===== src/rtl/i80_seq_pkg.sv =====
package i80_seq_pkg;

    localparam int PH_W = 4;

    localparam logic [2:0] A_TIMING = 3'd0;
    localparam logic [2:0] A_TRIG   = 3'd1;
    localparam logic [2:0] A_SIZE   = 3'd2;
    localparam logic [2:0] A_IRQEN  = 3'd3;
    localparam logic [2:0] A_IRQCLR = 3'd4;

    typedef struct packed {
        logic [PH_W-1:0] cs_setup;
        logic [PH_W-1:0] wr_setup;
        logic [PH_W-1:0] wr_active;
        logic [PH_W-1:0] wr_hold;
    } phase_t;

    typedef enum logic [2:0] {
        ST_IDLE,
        ST_CSU,
        ST_FETCH,
        ST_WSU,
        ST_ACT,
        ST_HLD
    } eng_state_e;

endpackage


===== src/rtl/i80_trig_ctrl.sv =====
module i80_trig_ctrl
    import i80_seq_pkg::*;
#(
    parameter int DIM_W  = 12,
    localparam int NPIX_W = 2 * DIM_W
) (
    input  logic              clk_i,
    input  logic              rst_ni,
    input  logic              cfg_we_i,
    input  logic [2:0]        cfg_addr_i,
    input  logic [31:0]       cfg_wdata_i,
    input  logic              te_i,
    input  logic              eng_idle_i,
    input  logic              done_i,
    output logic              start_o,
    output phase_t            timing_o,
    output logic [NPIX_W-1:0] npix_o,
    output logic              busy_o,
    output logic              irq_o
);

    typedef struct packed {
        phase_t             tim;
        logic               en;
        logic               sw_mode;
        logic               te_en;
        logic               te_mask;
        logic [DIM_W-1:0]   width;
        logic [DIM_W-1:0]   height;
        logic               irq_en;
        logic               irq_stat;
        logic               busy;
        logic               te_q;
    } ctrl_t;

    ctrl_t ctrl_d, ctrl_q;
    logic  sw_req, hw_req, start;

    always_comb begin
        ctrl_d = ctrl_q;
        sw_req = cfg_we_i && (cfg_addr_i == A_TRIG) && cfg_wdata_i[1] && cfg_wdata_i[0];
        hw_req = te_i && !ctrl_q.te_q && ctrl_q.te_en && !ctrl_q.te_mask;
        start  = (sw_req || hw_req) && ctrl_q.en && !ctrl_q.busy && eng_idle_i;

        ctrl_d.te_q = te_i;

        if (cfg_we_i) begin
            case (cfg_addr_i)
                A_TIMING: begin
                    ctrl_d.tim.cs_setup  = cfg_wdata_i[19:16];
                    ctrl_d.tim.wr_setup  = cfg_wdata_i[15:12];
                    ctrl_d.tim.wr_active = cfg_wdata_i[11:8];
                    ctrl_d.tim.wr_hold   = cfg_wdata_i[7:4];
                    ctrl_d.en            = cfg_wdata_i[0];
                end
                A_TRIG: begin
                    ctrl_d.sw_mode = cfg_wdata_i[0];
                    ctrl_d.te_en   = cfg_wdata_i[3];
                    ctrl_d.te_mask = cfg_wdata_i[4];
                end
                A_SIZE: begin
                    ctrl_d.width  = cfg_wdata_i[DIM_W-1:0];
                    ctrl_d.height = cfg_wdata_i[16+DIM_W-1:16];
                end
                A_IRQEN:  ctrl_d.irq_en = cfg_wdata_i[0];
                A_IRQCLR: if (cfg_wdata_i[0]) ctrl_d.irq_stat = 1'b0;
                default: ;
            endcase
        end

        if (done_i) ctrl_d.irq_stat = 1'b1;

        if (start) begin
            ctrl_d.busy = 1'b1;
        end else if (ctrl_q.busy && (!ctrl_q.irq_en || done_i)) begin
            ctrl_d.busy = 1'b0;
        end
    end

    always_ff @(posedge clk_i) begin
        if (!rst_ni) begin
            ctrl_q               <= '0;
            ctrl_q.tim.wr_active <= PH_W'(1);
        end else begin
            ctrl_q <= ctrl_d;
        end
    end

    assign start_o  = start;
    assign timing_o = ctrl_q.tim;
    assign npix_o   = {{DIM_W{1'b0}}, ctrl_q.width} * {{DIM_W{1'b0}}, ctrl_q.height};
    assign busy_o   = ctrl_q.busy;
    assign irq_o    = ctrl_q.irq_stat && ctrl_q.irq_en;


    busy_hold_chk: assert property (@(posedge clk_i) disable iff (!rst_ni)
        (ctrl_q.busy && ctrl_q.irq_en && !done_i && !(cfg_we_i && cfg_addr_i == A_IRQEN))
        |=> ctrl_q.busy);


    stat_clear_chk: assert property (@(posedge clk_i) disable iff (!rst_ni)
        (cfg_we_i && cfg_addr_i == A_IRQCLR && cfg_wdata_i[0] && !done_i)
        |=> !ctrl_q.irq_stat);

endmodule


===== src/rtl/i80_cycle_engine.sv =====
module i80_cycle_engine
    import i80_seq_pkg::*;
#(
    parameter int DATA_W = 16,
    parameter int NPIX_W = 24
) (
    input  logic              clk_i,
    input  logic              rst_ni,
    input  logic              start_i,
    input  phase_t            timing_i,
    input  logic [NPIX_W-1:0] npix_i,
    input  logic              pix_valid_i,
    input  logic [DATA_W-1:0] pix_data_i,
    output logic              pix_ready_o,
    output logic              cs_n_o,
    output logic              wr_n_o,
    output logic [DATA_W-1:0] data_o,
    output logic              idle_o,
    output logic              done_o
);

    typedef struct packed {
        eng_state_e        state;
        logic [PH_W-1:0]   cnt;
        logic [NPIX_W-1:0] left;
        phase_t            tim;
        logic [DATA_W-1:0] data;
        logic              done;
    } eng_t;

    eng_t            eng_d, eng_q;
    logic            pix_end;
    logic [PH_W-1:0] act_m1;

    always_comb begin
        eng_d       = eng_q;
        eng_d.done  = 1'b0;
        pix_end     = 1'b0;
        pix_ready_o = 1'b0;
        act_m1      = (eng_q.tim.wr_active == '0) ? '0 : eng_q.tim.wr_active - 1'b1;

        case (eng_q.state)
            ST_IDLE: begin
                if (start_i) begin
                    eng_d.tim = timing_i;
                    if (npix_i == '0) begin
                        eng_d.done = 1'b1;
                    end else begin
                        eng_d.left = npix_i;
                        if (timing_i.cs_setup != '0) begin
                            eng_d.state = ST_CSU;
                            eng_d.cnt   = timing_i.cs_setup - 1'b1;
                        end else begin
                            eng_d.state = ST_FETCH;
                        end
                    end
                end
            end
            ST_CSU: begin
                if (eng_q.cnt == '0) eng_d.state = ST_FETCH;
                else                 eng_d.cnt   = eng_q.cnt - 1'b1;
            end
            ST_FETCH: begin
                pix_ready_o = pix_valid_i;
                if (pix_valid_i) begin
                    eng_d.data = pix_data_i;
                    if (eng_q.tim.wr_setup != '0) begin
                        eng_d.state = ST_WSU;
                        eng_d.cnt   = eng_q.tim.wr_setup - 1'b1;
                    end else begin
                        eng_d.state = ST_ACT;
                        eng_d.cnt   = act_m1;
                    end
                end
            end
            ST_WSU: begin
                if (eng_q.cnt == '0) begin
                    eng_d.state = ST_ACT;
                    eng_d.cnt   = act_m1;
                end else begin
                    eng_d.cnt = eng_q.cnt - 1'b1;
                end
            end
            ST_ACT: begin
                if (eng_q.cnt == '0) begin
                    if (eng_q.tim.wr_hold != '0) begin
                        eng_d.state = ST_HLD;
                        eng_d.cnt   = eng_q.tim.wr_hold - 1'b1;
                    end else begin
                        pix_end = 1'b1;
                    end
                end else begin
                    eng_d.cnt = eng_q.cnt - 1'b1;
                end
            end
            ST_HLD: begin
                if (eng_q.cnt == '0) pix_end   = 1'b1;
                else                 eng_d.cnt = eng_q.cnt - 1'b1;
            end
            default: eng_d.state = ST_IDLE;
        endcase

        if (pix_end) begin
            eng_d.left = eng_q.left - 1'b1;
            if (eng_q.left == NPIX_W'(1)) begin
                eng_d.state = ST_IDLE;
                eng_d.done  = 1'b1;
            end else begin
                eng_d.state = ST_FETCH;
            end
        end
    end

    always_ff @(posedge clk_i) begin
        if (!rst_ni) begin
            eng_q       <= '0;
            eng_q.state <= ST_IDLE;
        end else begin
            eng_q <= eng_d;
        end
    end

    assign cs_n_o = (eng_q.state == ST_IDLE);
    assign wr_n_o = (eng_q.state != ST_ACT);
    assign data_o = eng_q.data;
    assign idle_o = (eng_q.state == ST_IDLE);
    assign done_o = eng_q.done;


    wr_in_frame_chk: assert property (@(posedge clk_i) disable iff (!rst_ni)
        !wr_n_o |-> !cs_n_o);


    done_single_chk: assert property (@(posedge clk_i) disable iff (!rst_ni)
        done_o |=> !done_o);


    cs_release_chk: assert property (@(posedge clk_i) disable iff (!rst_ni)
        $rose(cs_n_o) |-> done_o);


    ready_in_frame_chk: assert property (@(posedge clk_i) disable iff (!rst_ni)
        pix_ready_o |-> (!cs_n_o && wr_n_o));

endmodule


===== src/rtl/i80_write_seq.sv =====
module i80_write_seq
    import i80_seq_pkg::*;
#(
    parameter int DATA_W = 16,
    parameter int DIM_W  = 12
) (
    input  logic              clk_i,
    input  logic              rst_ni,
    input  logic              cfg_we_i,
    input  logic [2:0]        cfg_addr_i,
    input  logic [31:0]       cfg_wdata_i,
    input  logic              te_i,
    input  logic              pix_valid_i,
    input  logic [DATA_W-1:0] pix_data_i,
    output logic              pix_ready_o,
    output logic              lcd_cs_n_o,
    output logic              lcd_wr_n_o,
    output logic [DATA_W-1:0] lcd_data_o,
    output logic              busy_o,
    output logic              frame_done_o,
    output logic              irq_o
);

    localparam int NPIX_W = 2 * DIM_W;

    logic              start;
    logic              eng_idle;
    logic              done;
    phase_t            timing;
    logic [NPIX_W-1:0] npix;

    i80_trig_ctrl #(.DIM_W(DIM_W)) ctrl_i (
        .clk_i       (clk_i),
        .rst_ni      (rst_ni),
        .cfg_we_i    (cfg_we_i),
        .cfg_addr_i  (cfg_addr_i),
        .cfg_wdata_i (cfg_wdata_i),
        .te_i        (te_i),
        .eng_idle_i  (eng_idle),
        .done_i      (done),
        .start_o     (start),
        .timing_o    (timing),
        .npix_o      (npix),
        .busy_o      (busy_o),
        .irq_o       (irq_o)
    );

    i80_cycle_engine #(.DATA_W(DATA_W), .NPIX_W(NPIX_W)) eng_i (
        .clk_i       (clk_i),
        .rst_ni      (rst_ni),
        .start_i     (start),
        .timing_i    (timing),
        .npix_i      (npix),
        .pix_valid_i (pix_valid_i),
        .pix_data_i  (pix_data_i),
        .pix_ready_o (pix_ready_o),
        .cs_n_o      (lcd_cs_n_o),
        .wr_n_o      (lcd_wr_n_o),
        .data_o      (lcd_data_o),
        .idle_o      (eng_idle),
        .done_o      (done)
    );

    assign frame_done_o = done;

endmodule


===== config.mk =====
export PLATFORM = sky130hd
export DESIGN_NAME = i80_write_seq
export DESIGN_NICKNAME = d
export VERILOG_FILES = /design/src/rtl/i80_seq_pkg.sv /design/src/rtl/i80_trig_ctrl.sv /design/src/rtl/i80_cycle_engine.sv /design/src/rtl/i80_write_seq.sv
export SDC_FILE = /design/constraint.sdc
export NUM_CORES = 1
export LEC_CHECK = 0
export BUFFER_PORTS_ARGS = -buffer_cell sky130_fd_sc_hd__buf_2
export CAP_MARGIN = 30
export CORE_MARGIN = 5
export CORE_UTILIZATION = 30
export DETAILED_ROUTE_END_ITERATION = 16
export GPL_ROUTABILITY_DRIVEN = 0
export REMOVE_ABC_BUFFERS = 1
export SYNTH_ARGS = -nofsm -noshare
export SYNTH_HDL_FRONTEND = slang
export SYNTH_SLANG_ARGS = --single-unit

===== constraint.sdc =====
create_clock -name clk_i -period 8.89 [get_ports clk_i]
set_input_delay 2.2225 -clock clk_i [delete_from_list [all_inputs] [get_ports clk_i]]
set_output_delay 2.2225 -clock clk_i [all_outputs]
set_load 0.02 [all_outputs]

**Word-level counts from Yosys, hierarchy flattened**

Index checks and enable logic that the tools add are counted.
Widths: inputs -> output; s select.

- Register bits: 111
- Bits in latches: 0
- RAM bits: 0
- ROM bits: 0
- Logic and storage cells: 134
- Memories kept: 0

- Add/sub/neg operators: 6
- Multipliers: 1
- Divide/modulo/power cells: 0
- Order comparisons: 0
- Equal/unequal tests: 26
- Shift-type cells: 0
- Mux-type cells: 36
- Bitwise logic cells: 0
- Reduce and logical (&&, ||, !) cells: 43

Operators with widths:

| kind | number |
|---|---|
| $mux 47 | 1 |
| $mux 40 | 1 |
| $mux 31 | 1 |
| $eq 24x1->1 const B | 1 |
| $logic_not 24->1 | 1 |
| $mul 12x12->24 | 1 |
| $mux 24 | 1 |
| $sub 24x1->24 const B | 1 |
| $mux 7 | 3 |
| $mux 4 | 5 |
| $pmux 4 s5 | 1 |
| $sub 4x1->4 const B | 5 |
| $pmux 3 s6 | 1 |
| $mux 1 | 15 |
| $eq 3x2->1 const B | 4 |
| $mux 3 | 4 |
| $ne 3x1->1 const B | 4 |
| $reduce_and 2->1 | 6 |
| $reduce_bool 2->1 | 6 |
| $reduce_bool 4->1 | 3 |
| $logic_and 1x1->1 | 11 |
| $eq 3x3->1 const B | 3 |
| $ne 3x2->1 const B | 3 |
| $logic_not 4->1 | 2 |
| 14 further kinds | 28 |

**Longest topological paths before layout**

Gate-level depths: netlist of run 1.

- Depth after elaboration: 12
- Gate-level depth with buffers: 25
- Gate-level depth less buffers: 21

**By module**

From an unflattened synthesis of run 1, not the netlist that was laid out.

- Cells, all modules: 1278
- Area total of the unflattened synthesis: 10346.2 µm²

By module, submodules not included:

| module | instances | cells each | area an instance (µm²) |
|---|---|---|---|
| i80_trig_ctrl | 1 | 807 | 6690.2 |
| i80_cycle_engine | 1 | 471 | 3656.0 |

**Worst setup path before layout of run 1**

Ideal clock, no wire load.

- Kind: register -> register
- From: reg ctrl_i.ctrl_q[7] (netlist bit)
- To: reg eng_i.eng_q[38] (netlist bit)
- Setup time: 132 ps
- Data arrival time: 6094 ps
- Data required time: 8758 ps
- Path slack: 2664 ps
- Cell stages (with the launch flop): 23
- Path buffers: 3
- Cells stage by stage: dfxtp_1 -> clkbuf_1 -> nand2_1 -> fa_1 -> fa_1 -> fa_1 -> inv_1 -> fa_1 -> inv_1 -> fa_1 -> inv_1 -> ha_1 -> a21oi_2 -> o22ai_2 -> or3_1 -> or4_1 -> and3_1 -> a2111o_1 -> or3_1 -> buf_2 -> buf_6 -> a31oi_1 -> a21oi_1

- Longest elaborated chain between the ends: 5

RTL lines:

| item | line | RTL |
|---|---|---|
| start, declared | i80_trig_ctrl.sv:36 | `ctrl_t ctrl_d, ctrl_q;` |
| start signal, assigned | i80_trig_ctrl.sv:85 | `ctrl_q <= ctrl_d;` |
| $mul 12x12->24 * | i80_trig_ctrl.sv:91 | `assign npix_o = {{DIM_W{1'b0}}, ctrl_q.width} * {{DIM_W{1'b0}}, ctrl_q.height};` |
| parallel branches: the longest is 4 deep, another holds $logic_not 24->1 | n/a |  |
| end signal, assigned | i80_cycle_engine.sv:119 | `eng_q <= eng_d;` |
| end, declared | i80_cycle_engine.sv:31 | `eng_t eng_d, eng_q;` |

Mark *: on every way between the ends. The select of a mux whose other input is x is not followed.
A chain may end at the register's enable or synchronous reset.

**Worst setup path in the final report of run 1**

- From: reg ctrl_i.ctrl_q[7] (netlist bit)
- To: reg eng_i.eng_q[61] (netlist bit)

- Longest elaborated chain between the ends: 4

RTL lines:

| item | line | RTL |
|---|---|---|
| $mul 12x12->24 | i80_trig_ctrl.sv:91 |  |
| $logic_not 24->1 | i80_cycle_engine.sv:46 | `if (npix_i == '0) begin` |
| $ne 3x2->1 (no line) | n/a |  |
| $reduce_and 8->1 (no line) | n/a |  |

No other way between the ends.

==> results of run 1 <==
kinds of logic after synthesis:
family	count (synthesis)	synth area share
fa+ha+maj	173	0.286
flops	107	0.210
simple gates	496	0.226
buf+inv	235	0.0953
xor+xnor	28	0.0241
compound gates	244	0.150
mux	8	0.00786
worst max path at each step:
stage / endpoint / slack (ps) / cells past startpoint
after detailed placement: eng_i.eng_q[61] / 1890 / 19
after CTS: eng_i.eng_q[61] / 1860 / 19
final: eng_i.eng_q[61] / 1880 / 19
after global placement: eng_i.eng_q[61] / 1930 / 19
after floorplan: eng_i.eng_q[62] / 2320 / 19
after global routing: eng_i.eng_q[61] / 1520 / 19
sequential cells by signal, summed over array words and instances (netlist names):
name             count
eng_i.eng_q         43
ctrl_i.busy_o        1
ctrl_i.timing_o     16
eng_i.data_o        16
eng_i.done_o         1
ctrl_i.ctrl_q       30
Yosys cell counts (all sizes together) (23+ instances only):
| library cell | number |
|---|---|
| and2 | 63 |
| fa | 100 |
| nor3 | 23 |
| nor2 | 40 |
| dfxtp | 107 |
| buf | 25 |
| o21ai | 36 |
| inv | 146 |
| a21oi | 119 |
| ha | 73 |
| nand2 | 280 |
| clkbuf | 62 |
area by class of cell:
type | instances | area (um2) | area share
multi-input cells | 949 | 7080 | 0.641
flip-flops and latches | 107 | 2140 | 0.194
well taps | 448 | 561 | 0.0507
inverters | 148 | 556 | 0.0503
repair buffers | 78 | 410 | 0.0371
clock buffers | 10 | 239 | 0.0216
clock inverters | 6 | 62.6 | 0.00566
critical path: stages, from the launching register on:
cell and delay, ps:
dfxtp_1 770, nand2_1 170, fa_1 590, fa_1 450
fa_1 540, inv_1 50, fa_1 470, inv_1 60
fa_1 480, inv_1 40, ha_1 340, a21oi_2 250
o22ai_2 150, or3_1 410, or4_1 460, and3_1 200
a2111o_1 350, or3_1 680, o2111ai_1 300, a21oi_1 90
layer usage:
layer / part of all wire / wire (um) / up-vias
li1: - / - / 4232
met1: 0.46 / 11800 / 4271
met2: 0.47 / 11900 / 178
met3: 0.048 / 1230 / 35
met4: 0.016 / 418 / 6
met5: 0.0013 / 34 / -
power groups by stage:
stage	clock (mW)	combinational (mW)	sequential [mW]
finish	0.416	0.0621	0.495
global route	0.440	0.0691	0.497
CTS	0.425	0.0625	0.495
detailed placement	0	0.0621	0.507
global placement	0	0.0610	0.507
floorplan	0	0.0318	0.501
==> Flow_metrics.wiki, run 1 <==
{| class="wikitable"
! Metric !! Value
|-
| Setup tns final || 0 ps
|-
| Total gr overflow || 0
|-
| Via count of the first global-routing pass || between 9000 and 10000
|-
| Highest-count cells in the layout ignoring fill and taps || 280 x nand2_1, 145 x inv_1, 117 x a21oi_1
|-
| Proportion of total power due to net switching || 0.270
|-
| Post-detailed-route count of antenna-violating nets || 0
|-
| Worst VDD drop || 0.000116 V
|-
| Met3 usage in global routing || 0.0254
|-
| Reg-to-reg setup timing slack || roughly 1900 ps
|-
| CTS tree || built
|-
| Portion of the post-synthesis area used by sequential elements || 0.210
|-
| Initial Util || 0.304
|-
| Fill cells || 3606
|-
| Post-Place Worst Slack || 1890 ps
|-
| Buffers from clock root to sink, at most || 2
|-
| Commonest non-fill, non-tap cell in the layout || nand2_1
|-
| Worst r2r dst || eng_i.eng_q[61]
|-
| Total clock buffers created by CTS || 9
|-
| Layout overhead on the synthesized area || 8.46%
|-
| Worst endpoint data arrival time || 7200 ps
|-
| Average cell area after synthesis || 7.89 um2
|-
| Die height || between 150 and 200 um
|-
| Final instance area || 11000 um2
|-
| Number of remaining DRC errors || 0
|-
| Count of buffers added by post-CTS timing repair for setup || 0
|-
| Data required time at the worst endpoint || ~9000 ps
|-
| Category of the critical setup timing path || flop to flop
|-
| Worst r2r src || ctrl_i.ctrl_q[7]
|-
| Worst reg2reg path depth || 19
|-
| Global-route wire length before repair || about 45 mm
|-
| Area of the mapped netlist || about 10000 um2
|-
| Maximum level of the CTS H-tree || 3
|-
| Hold-fix buffer count after cts || 0
|-
| Via count || around 8700
|-
| Final-report max-slew violation count || 0
|-
| Met1 Use GR || 0.181
|-
| Final total power || 0.974 mW
|-
| Post-synthesis instance total || around 1300
|-
| Measured slew at the worst slew-check pin || between 800 and 900 ps
|-
| Ys Warns || 0
|-
| Detailed Route WL || ~25 mm
|-
| HPWL after detailed placement || 19.4 mm
|-
| Initial antenna violation count || 3
|-
| Min-delay src || ctrl_i.timing_o[1]
|-
| Maximum net fanout on the critical path || 15
|-
| Area contributors post-synth || dfxtp_1 21%, fa_1 20%, nand2_1 10%
|-
| Final period utilization || 0.789
|-
| Cell depth of the worst hold path || 2
|-
| Final count of negative-setup-slack endpoints || 0
|-
| Pin count of the biggest net entering global routing || between 70 and 80
|-
| EDFF count, synth || 0
|-
| Setup repair after global routing missed its margin || no
|-
| DP Area || 10700 um2
|-
| Iteration-0 DRC Markers || around 520
|-
| Dominant register cell in the synthesized netlist || dfxtp_1
|-
| Hold Violations, Final || 0
|-
| Leakage power || around 4.9 nW
|-
| Path category of the worst min-delay check || flop to flop
|-
| Number of buffers added on ports || 73
|-
| Kind of launch point of the worst setup path || flop
|-
| TritonCTS sink count || between 100 and 150
|-
| Final WS setup || ~1900 ps
|-
| Share of synthesized flip-flops with an asynchronous set or reset || 0
|-
| Seq pwr share || 0.509
|-
| Flops & latches, synth || 107
|-
| Overall fraction of global-route tracks in use || 0.137
|-
| Cell at the root of the clock tree || clkbuf_16
|-
| Minimum clock period after layout || about 7000 ps
|-
| Critical path origin || ctrl_i.ctrl_q[7]
|-
| Core occupancy in the finished layout || 0.329
|-
| Clock transition at path regs || approximately 80 ps
|-
| Placed instance count || around 1700
|-
| Worst clock skew on the final layout || just under 20 ps
|-
| Maximum operating frequency || around 140 MHz
|-
| Worst rel slew slack || 0.408
|-
| Horizontal extent of the die || about 200 um
|-
| Post-synth top area share || 0.210
|-
| Net Sw Power || about 0.26 mW
|-
| Global routing's busiest layer || met2
|-
| Clk pwr share || 0.428
|-
| Number of placement rows || 67
|-
| Fin nets || ~1500
|-
| Number of unique standard cell types used by synthesis || 73
|-
| Number of I/O pins || 78
|-
| Wire length per cell after detailed routing || approximately 15 um
|-
| Area of the core region || 33500 um2
|-
| Antenna Diode Count || 0
|-
| Run status || finished, final reports clean
|-
| Total of max-cap violations || 0
|-
| Global Route met2 Usage || 0.236
|-
| Worst Hold Path EP || eng_i.eng_q[18]
|-
| Number of cells in the finished layout apart from fillers || 1746
|-
| Cell area power density || between 80 and 90 nW/um2
|-
| Internal power || slightly above 0.7 mW
|-
| Cell type contributing the most total cell area after synthesis || dfxtp_1
|-
| Share of final-layout standard cells stronger than drive strength 1 || 0.0909
|-
| Floorplan die area || around 38000 um2
|-
| Quantity of gates resized following cts || 0
|-
| Worst setup EP type || flop
|-
| DR vias/cell || about 5
|-
| Detailed-router iteration count before antenna repair || 5
|-
| Clock insertion delay at the later pin of the skew report || 360 ps
|-
| Worst hold-check slack || roughly 450 ps
|-
| Logic gate share of total power || 0.064
|}
Note: power is estimated with default switching activity, not from simulation.
==> inputs of run 2 (changes only) <==
==> constraint.sdc (replaced) <==
create_clock -name clk_i -period 6.7 [get_ports clk_i]
set_input_delay 1.675 -clock clk_i [delete_from_list [all_inputs] [get_ports clk_i]]
set_output_delay 1.675 -clock clk_i [all_outputs]
set_load 0.02 [all_outputs]
==> Flow_metrics.wiki, run 2 (synthesized netlist as in run 1, its figures left out) <==
{| class="wikitable"
! Metric !! Value
|-
| Largest register FFs || between 40 and 50
|-
| TritonCTS sink count || approximately 110
|-
| Worst reg2reg path depth || 21
|-
| Final period utilization || 0.946
|-
| Worst VDD drop || roughly 0.00013 V
|-
| Number of cells in the finished layout apart from fillers || roughly 1800
|-
| Worst setup EP type || flop
|-
| Worst rel slew slack || 0.408
|-
| Buffers from clock root to sink, at most || 2
|-
| HPWL after detailed placement || around 20 mm
|-
| Setup tns final || 0 ps
|-
| Floorplan die area || roughly 38000 um2
|-
| Number of remaining DRC errors || 0
|-
| Kind of launch point of the worst setup path || flop
|-
| Worst endpoint data arrival time || between 6000 and 7000 ps
|-
| Commonest non-fill, non-tap cell in the layout || nand2_1
|-
| Total gr overflow || 0
|-
| Minimum clock period after layout || about 6300 ps
|-
| Leakage power || just over 5 nW
|-
| Global-route wire length before repair || ~45 mm
|-
| Run status || finished, final reports clean
|-
| Initial Util || 0.304
|-
| Area of the core region || approximately 34000 um2
|-
| Horizontal extent of the die || about 190 um
|-
| Core occupancy in the finished layout || 0.338
|-
| Routed wl met3 || 1.15 mm
|-
| Category of the critical setup timing path || flop to flop
|-
| Final count of negative-setup-slack endpoints || 0
|-
| Pin count of the biggest net entering global routing || between 40 and 50
|-
| Clock insertion delay at the later pin of the skew report || around 360 ps
|-
| Number of buffers added on ports || 73
|-
| Hold-fix buffer count after cts || 0
|-
| Die height || around 190 um
|-
| Detailed-router iteration count before antenna repair || 5
|-
| Maximum operating frequency || around 160 MHz
|-
| Detailed Route WL || roughly 26 mm
|-
| Share of final-layout standard cells stronger than drive strength 1 || 0.121
|-
| Number of I/O pins || 78
|-
| Uppermost metal layer occupied by signal nets || met5
|-
| Data required time at the worst endpoint || ~7000 ps
|-
| Fin nets || between 1500 and 2000
|-
| CTS tree || built
|-
| Post-detailed-route count of antenna-violating nets || 0
|-
| Layout overhead on the synthesized area || 11.3%
|-
| Maximum net fanout on the critical path || 25
|-
| Via count || just under 9000
|-
| Hold Violations, Final || 0
|-
| Setup repair after global routing missed its margin || no
|-
| Cell area power density || between 100 and 150 nW/um2
|-
| Total clock buffers created by CTS || 9
|-
| Cell at the root of the clock tree || clkbuf_16
|-
| Clock transition at path regs || about 80 ps
|-
| Number of placement rows || between 60 and 70
|-
| Final-report max-slew violation count || 0
|-
| Cell depth of the worst hold path || 2
|-
| Routed length on met1 || 12.5 mm
|-
| Worst clock skew on the final layout || ~13 ps
|-
| Initial antenna violation count || 1
|-
| Via count of the first global-routing pass || between 9000 and 10000
|-
| Highest-count cells in the layout ignoring fill and taps || 280 x nand2_1, 145 x inv_1, 117 x a21oi_1
|-
| Fill cells || around 3600
|-
| Iteration-0 DRC Markers || around 530
|-
| Antenna Diode Count || 0
|-
| Total of max-cap violations || 0
|-
| Worst r2r dst || eng_i.eng_q[52]
|-
| Registers with the highest flip-flop counts || eng_i.eng_q (43), ctrl_i.ctrl_q (30)
|-
| Placed instance count || around 1800
|-
| DR vias/cell || about 5.0
|-
| Worst Hold Path EP || eng_i.eng_q[28]
|-
| Path category of the worst min-delay check || flop to flop
|-
| Min-delay src || ctrl_i.timing_o[11]
|-
| Worst r2r src || ctrl_i.ctrl_q[10]
|-
| Measured slew at the worst slew-check pin || 888 ps
|-
| Wire length per cell after detailed routing || 14.9 um
|-
| Overall fraction of global-route tracks in use || 0.141
|-
| Maximum level of the CTS H-tree || 3
|-
| Reg-to-reg setup timing slack || 360 ps
|-
| Largest Register || eng_i.eng_q
|-
| Wire length on met2 || 12.4 mm
|}
run 2: routing by layer:
layer,vias to the layer above,track usage
met3,26,0.0203
met4,2,0.0245
met2,194,0.242
li1,4306,-
met1,4313,0.193
met5,-,0
run 2: worst max path at each step:
| stage | start | cells past startpoint | end | slack (ps) |
|---|---|---|---|---|
| 6_report | ctrl_i.ctrl_q[10] | 21 | eng_i.eng_q[52] | 360 |
| 5_1_grt | ctrl_i.ctrl_q[11] | 21 | eng_i.eng_q[52] | 40 |
| 4_1_cts | ctrl_i.ctrl_q[21] | 20 | eng_i.eng_q[48] | 100 |
| 3_5_place_dp | ctrl_i.ctrl_q[21] | 20 | eng_i.eng_q[38] | 120 |
| 3_3_place_gp | ctrl_i.ctrl_q[21] | 20 | eng_i.eng_q[38] | 120 |
| 2_1_floorplan | ctrl_i.ctrl_q[7] | 19 | eng_i.eng_q[62] | 130 |
run 2: through the flow:
stage                     instance area, um2  setup WS [ps]  total power [mW]  hold WS (ps)
after floorplan                         9770            134             0.707           432
after global placement                 11000            117             0.766           439
after detailed placement               11000            120             0.769           443
after CTS                              11300           96.5              1.31           455
after global routing                   11300           40.7              1.35           476
final                                  11300            362              1.30           452
run 2: final cells by class:
type,count,area [um2],share of cell area
Timing Repair Buffer,111,683,0.0603
Clock buffer,10,229,0.0202
Tap cell,448,561,0.0494
Multi-Input combinational cell,949,7080,0.625
Inverter,148,556,0.0490
Clock inverter,6,65.1,0.00574
Sequential cell,107,2160,0.191
run 2: report_power, final:
part | switching [mW] | total (mW) | internal, mW
clock network | 0.277 | 0.541 | 0.264
logic | 0.0634 | 0.102 | 0.0385
registers | 0.0111 | 0.652 | 0.641
total | 0.351 | 1.30 | 0.944
run 2: timing repair:
item,CTS,global route
endpoints found under the setup margin,0,28
gates resized for setup,0,15
endpoints found under the hold margin,0,0
setup buffers,0,0
run 2: worst max-delay path: stages (launching register included):
cell	delay, ps
dfxtp_2	400
and2_1	200
fa_1	530
inv_1	60
fa_1	530
inv_1	50
fa_1	400
fa_1	520
inv_1	50
fa_1	470
inv_1	40
ha_1	360
a21oi_4	210
o22ai_2	120
or3_1	400
or4_1	460
and3_1	190
a2111o_1	340
nor3_2	250
buf_12	220
nor2_1	120
a211oi_1	330
